### src/rtl/sram_sleep_pkg.sv
package sram_sleep_pkg;
  typedef enum logic [1:0] {
    ST_IDLE    = 2'd0,
    ST_ENTER   = 2'd1,
    ST_SLEEP   = 2'd2,
    ST_RECOVER = 2'd3
  } slp_state_e;
endpackage

### src/rtl/slp_sync.sv
module slp_sync #(
  parameter int STAGES = 2,
  parameter logic RST_VAL = 1'b0
) (
  input  logic clk,
  input  logic rst_n,
  input  logic d,
  output logic q
);
  logic [STAGES-1:0] chain;

  generate
    if (STAGES == 1) begin : g_one
      always_ff @(posedge clk or negedge rst_n) begin
        if (!rst_n) chain <= RST_VAL;
        else        chain <= d;
      end
    end else begin : g_many
      always_ff @(posedge clk or negedge rst_n) begin
        if (!rst_n) chain <= {STAGES{RST_VAL}};
        else        chain <= {chain[STAGES-2:0], d};
      end
    end
  endgenerate

  assign q = chain[STAGES-1];
endmodule

### src/rtl/slp_fsm.sv
module slp_fsm
  import sram_sleep_pkg::*;
#(
  parameter int ENTRY_CYCLES = 2,
  parameter int EXIT_CYCLES  = 2
) (
  input  logic       clk,
  input  logic       rst_n,
  input  logic       req_s,
  output slp_state_e state
);
  localparam int MAXC  = (ENTRY_CYCLES > EXIT_CYCLES) ? ENTRY_CYCLES : EXIT_CYCLES;
  localparam int CNT_W = $clog2(MAXC + 1);
  localparam logic [CNT_W-1:0] ENT_LAST = CNT_W'(ENTRY_CYCLES - 1);
  localparam logic [CNT_W-1:0] EXT_LAST = CNT_W'(EXIT_CYCLES - 1);

  slp_state_e       state_q, state_d;
  logic [CNT_W-1:0] cnt_q, cnt_d;
  logic             cnt_en;

  always_comb begin
    state_d = state_q;
    cnt_d   = cnt_q;
    cnt_en  = 1'b0;
    unique case (state_q)
      ST_IDLE: if (req_s) begin
        state_d = ST_ENTER;
        cnt_d   = '0;
        cnt_en  = 1'b1;
      end
      ST_ENTER: begin
        cnt_en = 1'b1;
        if (cnt_q == ENT_LAST) state_d = ST_SLEEP;
        else                   cnt_d   = cnt_q + 1'b1;
      end
      ST_SLEEP: if (!req_s) begin
        state_d = ST_RECOVER;
        cnt_d   = '0;
        cnt_en  = 1'b1;
      end
      ST_RECOVER: begin
        cnt_en = 1'b1;
        if (cnt_q == EXT_LAST) state_d = ST_IDLE;
        else                   cnt_d   = cnt_q + 1'b1;
      end
      default: state_d = ST_IDLE;
    endcase
  end

  always_ff @(posedge clk or negedge rst_n) begin
    if (!rst_n) begin
      state_q <= ST_IDLE;
      cnt_q   <= '0;
    end else begin
      state_q <= state_d;
      if (cnt_en) cnt_q <= cnt_d;
    end
  end

  assign state = state_q;
endmodule

### src/rtl/slp_viol_mon.sv
module slp_viol_mon
  import sram_sleep_pkg::*;
#(
  parameter int NUM_CE = 3
) (
  input  logic              clk,
  input  logic              rst_n,
  input  slp_state_e        state,
  input  logic              req_s,
  input  logic [NUM_CE-1:0] chip_en,
  input  logic              strobe_a,
  input  logic              strobe_b,
  output logic              viol
);
  logic viol_q, viol_d, selected, any_act, bad_req, bad_rec;

  always_comb begin
    selected = &chip_en;
    any_act  = (|chip_en) | strobe_a | strobe_b;
    bad_req  = (state == ST_IDLE) & req_s & (selected | strobe_a | strobe_b);
    bad_rec  = (state == ST_RECOVER) & any_act;
    viol_d   = viol_q | bad_req | bad_rec;
  end

  always_ff @(posedge clk or negedge rst_n) begin
    if (!rst_n) viol_q <= 1'b0;
    else        viol_q <= viol_d;
  end

  assign viol = viol_q;
endmodule

### src/rtl/sram_sleep_ctrl.sv
module sram_sleep_ctrl
  import sram_sleep_pkg::*;
#(
  parameter int NUM_CE       = 3,
  parameter int SYNC_STAGES  = 2,
  parameter int ENTRY_CYCLES = 2,
  parameter int EXIT_CYCLES  = 2
) (
  input  logic              clk,
  input  logic              rst_n,
  input  logic              sleep_req,
  input  logic [NUM_CE-1:0] chip_en,
  input  logic              strobe_a,
  input  logic              strobe_b,
  output logic              sleep_active,
  output logic              core_pwr_down,
  output logic              access_inhibit,
  output logic              proto_violation
);
  logic       rst_n_s;
  logic       req_s;
  slp_state_e state;

  slp_sync #(.STAGES(2), .RST_VAL(1'b0)) u_rst_sync (
    .clk(clk), .rst_n(rst_n), .d(1'b1), .q(rst_n_s)
  );

  slp_sync #(.STAGES(SYNC_STAGES), .RST_VAL(1'b0)) u_req_sync (
    .clk(clk), .rst_n(rst_n_s), .d(sleep_req), .q(req_s)
  );

  slp_fsm #(.ENTRY_CYCLES(ENTRY_CYCLES), .EXIT_CYCLES(EXIT_CYCLES)) u_fsm (
    .clk(clk), .rst_n(rst_n_s), .req_s(req_s), .state(state)
  );

  slp_viol_mon #(.NUM_CE(NUM_CE)) u_viol (
    .clk(clk), .rst_n(rst_n_s), .state(state), .req_s(req_s),
    .chip_en(chip_en), .strobe_a(strobe_a), .strobe_b(strobe_b),
    .viol(proto_violation)
  );

  assign sleep_active   = (state == ST_SLEEP);
  assign core_pwr_down  = (state == ST_SLEEP) & sleep_req;
  assign access_inhibit = (state != ST_IDLE);
endmodule

### config.mk
export PLATFORM = sky130hd
export DESIGN_NAME = sram_sleep_ctrl
export DESIGN_NICKNAME = d
export VERILOG_FILES = /design/src/rtl/sram_sleep_pkg.sv /design/src/rtl/slp_sync.sv /design/src/rtl/slp_fsm.sv /design/src/rtl/slp_viol_mon.sv /design/src/rtl/sram_sleep_ctrl.sv
export SDC_FILE = /design/constraint.sdc
export NUM_CORES = 1
export LEC_CHECK = 0
export ABC_AREA = 1
export BUFFER_PORTS_ARGS = -buffer_cell sky130_fd_sc_hd__buf_2
export CORE_AREA = 2 2 39 41
export CTS_CLUSTER_SIZE = 25
export DETAILED_ROUTE_END_ITERATION = 7
export DIE_AREA = 0 0 41 43
export PLACE_DENSITY = 0.64
export REMOVE_ABC_BUFFERS = 1
export SKIP_CTS_REPAIR_TIMING = 1
export SYNTH_ARGS = -nofsm -noshare
export SYNTH_HDL_FRONTEND = slang
export SYNTH_SLANG_ARGS = --single-unit
### constraint.sdc
create_clock -name clk -period 1.1 [get_ports clk]
set_clock_uncertainty 0.05 [all_clocks]
set_input_delay 0.055 -clock clk [delete_from_list [all_inputs] [get_ports clk]]
set_output_delay 0.055 -clock clk [all_outputs]
set_load 0.05 [all_outputs]
# Word level (Yosys, flattened, before mapping)
# Index checks and enable logic that the tools add are counted.
# word_totals
reg_bits	9
inputBits	8
out_inout_bits	4
elab_cells	44
# classes
add_sub_neg	1
n_eq_ne	9
mux	12
n_bitwise	10
n_reduce_logical	7
# op_table
cell	count
$mux 2	7
$pmux 2 s4	1
$reduce_and 4->1	2
$ne 2x2->1 const B	3
$or 1x1->1	6
$pmux 2 s3	1
$and 1x1->1	4
$eq 2x1->1 const B	2
$eq 2x2->1 const B	2
$ne 2x1->1 const B	2
$pmux 1 s3	1
$reduce_and 3->1	1
$reduce_or 3->1	1
$add 2x1->2 const B	1
$logic_not 2->1	1
$mux 1	2
$reduce_bool 2->1	1
$reduce_or 2->1	1

# Logic depth before layout (Yosys ltp)
# depth
word_depth	6
ltp_mapped	8
mapped_depth_nobuf	8

# By module
# Synthesis repeated with hierarchy kept, for this count alone.
# hier_totals
cells_unflattened	74
hier_area_um2	566.8
# modules_own_cells
module	n_inst	cells_each	area_each_um2	seq_area_each_um2
slp_fsm	1	45	342.8	100.1
slp_sync	2	2	50.0	50.0
slp_viol_mon	1	18	95.1	25.0
sram_sleep_ctrl	1	7	28.8	0.0

# Worst setup path after synthesis
# No wires, ideal clock.
# synth_timing
kind	reg-to-reg
start	register u_fsm.state_q[0], in the netlist u_fsm.state[0]
end	register u_fsm.state_q[1], in the netlist u_fsm.state[1]
setup_ns	0.077
arrival_time_ns	1.474
required_ns	0.973
slack_ns	-0.502
stages_incl_launch_ff	7
n_path_buf	0
synth_period_minus_slack_ns	1.602
path_cell_list	dfrtp_1 inv_1 ha_1 nand2_1 nand3_1 nor2_1 a21oi_1
# synth_between
elab_chain_len	3
elab_cells_between_ends	10
classes_between	eq/ne (7); mux (1); reduce/logical (2)
# synth_rtl
item	line	text
from (decl)	slp_fsm.sv:17	slp_state_e state_q, state_d;
from (signal assigned)	slp_fsm.sv:55	state_q <= state_d;
$eq 2x2->1 (*)	--	
named net sleep_active	sram_sleep_ctrl.sv:15	output logic sleep_active,
$ne 2x2->1 (no line)	--	
$reduce_and 4->1 (no line)	--	
# The timed path passes the listed nets; every way through them passes the cells marked *.
# A chain may end at the register's enable or synchronous reset.

# Final worst setup path
# layout_timing
start	register u_fsm.state_q[1], in the netlist u_fsm.state[1]
end	output core_pwr_down
# layout_between
elab_chain_len	2
# layout_rtl
item	line	text
$eq 2x2->1	sram_sleep_ctrl.sv:43	assign core_pwr_down = (state == ST_SLEEP) & sleep_req;
$and 1x1->1	sram_sleep_ctrl.sv:43	
to (decl)	sram_sleep_ctrl.sv:16	output logic core_pwr_down,
# Every way passes these cells.

==> reports/metrics.yaml <==
post-route-drc-count: 0
setup_viol: 8
holdWs_ns: 0.0564
antenna_found_initial: 0
final_cells: 102
setup_ws_ns: -0.320
grt_pass1_wl_um: 1490
maxCapViolations: 0
io_pins: 12
grt-ovfl-total: 0
via_count: 465
clockBufferDepth: 2
routed_wl_um: 1110
final_cell_mix: "buf_2, buf_4, dfrtp_1"
cp-end-kind: "output port"
required_ns: 1.00
status: "finished with violations"
vdd_ir_drop_max_mv: 1.67
critical_path_class: "register to output port"
portBuffers: 11
die_h_um: 43
die_width_um: 41
avgViaCountPerCell: 4.56
hold_viol_final: 0
synthToLayoutAreaGrowth_pct: 59.1
grt_setup_unrepaired: "true"
critPathMaxFanout: 3
cts_made_buffers: 3
post-route-util_pct: 59.9
clkLatencyLatePin_ns: 0.25
yosysUniqueCellTypes: 18
violations: "setup timing"
final_design_area_no_fill_sq_um: 828
clkSinkCount: 9
dp_hpwl_um: 731
drive_gt1_share_pct: 53.5
dpl-instance-area_sq_um: 633
timing.fmax_mhz: 704
ys_ff_latch: 9
place_ws_ns: -0.258
grt_start_max_net_pins: 8
first_global_vias: 395
power_leakage_nw: 0.405
dp_cells: 90
clk_pin_slew_ns: 0.06
tns_ns: -1.72
ant_nets: 0
gp_congestion: 0.749
dieArea_sq_um: 1760
layout.nets: 101
start_util_pct: 37.6
period_needed_ns: 1.42
worst_ep_arrival_time_ns: 1.31
num_antenna_cells: 0
drt-initial-drc-count: 0
p_per_area_nw_per_um2: 2930
clockRootBuffer: "clkbuf_4"
ys_seq_area_share_pct: 43.3
post_synth.cell_area_avg_sq_um: 8.97
slew_viol_final: 0
coreArea_sq_um: 1380
syn_area_sq_um: 520
yosys-top-cells-area: "dfrtp_1, ha_1, nand2_1"
synth_cells: 58
drt-pass1-iter-count: 1
post-route-period-util_pct: 129
total_power_mw: 2.43
hold_class: "register to async pin"
yosysTopAreaCellShare_pct: 43.3
htreeDepth: 1
cts_tree: "yes"
cp-start-kind: "register"
yosysTopAreaCell: "dfrtp_1"
core.rowCount: 14
grt_usage_pct: 12.0
routedWlPerCell_um: 10.9
yosys_warnings: 0
-- per-layer routing --
metal  part of all wire [%]  wire length, um  track usage [%]  vias up
met3                    1.8               20             3.14        0
met4                      0                0             2.00        0
met1                     36              404             16.7      222
met2                     62              683             18.4        4
li1                       -                -                -      239
met5                      0                0                0        -
-- cell families (layout without fill, tap and decap cells) --
group / Yosys count / in the layout / share of synthesized area (%)
adders and majority gates: 6 / 6 / 14.4
AOI/OAI and AO/OA: 4 / 4 / 3.84
buffers and inverters: 9 / 37 / 6.49
other: 1 / 1 / 0.720
and+or+nand+nor: 29 / 29 / 31.2
DFF: 9 / 9 / 43.3
-- power by group --
part           switching (mW)  leakage, nW  internal (mW)  total [mW]
Sequential             0.0834        0.104          0.408       0.491
Clock                   0.108       0.0150          0.139       0.247
Combinational           0.866        0.286          0.824        1.69
Total                    1.06        0.405           1.37        2.43
-- worst max-delay path, stage by stage, from the launching register on --
cell	delay, ns
dfrtp_1	0.42
buf_6	0.14
ha_4	0.16
buf_6	0.12
nand2_2	0.05
inv_2	0.04
buf_6	0.14
-- final timing paths --
path                                     start        endpoint  slack, ns  cells after the start
max                             u_fsm.state[1]   core_pwr_down      -0.32                      6
min                        u_rst_sync.chain[1]     u_viol.viol       0.06                      0
max in group asynchronous  u_rst_sync.chain[1]  u_fsm.state[0]       0.70                      0
max reg2reg                     u_fsm.state[1]  u_fsm.cnt_q[0]      -0.24                      7
min reg2reg                u_rst_sync.chain[1]     u_viol.viol       0.06                      0
min in group clk                      strobe_b     u_viol.viol       0.06                      3
-- Yosys cell counts --
| cell | count |
|---|---|
| nand4_1 | 2 |
| nand3b_1 | 2 |
| nor2_4 | 2 |
| inv_1 | 8 |
| ha_1 | 6 |
| nand3_1 | 4 |
| a21oi_1 | 1 |
| conb_1 | 1 |
| nor2_2 | 1 |
| nand2_1 | 9 |
| nor2_1 | 5 |
| inv_2 | 1 |
| nand2_2 | 2 |
| nand3b_2 | 1 |
| o21ai_0 | 1 |
| dfrtp_1 | 9 |
| o21ai_1 | 2 |
| nand3_2 | 1 |
-- registers in the layout, summed over array words and instances (netlist names) --
name and cells:
u_fsm.cnt_q 2, u_viol.viol 1, u_fsm.state 2, u_rst_sync.chain 2, u_req_sync.chain 2
-- layout make-up --
type / instances / area [sq um]
fillers: 116 / 556
multi-input cells: 40 / 325
flip-flops and latches: 9 / 226
repair buffers: 24 / 191
inverters: 9 / 38.8
clock buffers: 4 / 26.3
well taps: 16 / 20.0
No activity file was read; power rests on OpenSTA's default activity.
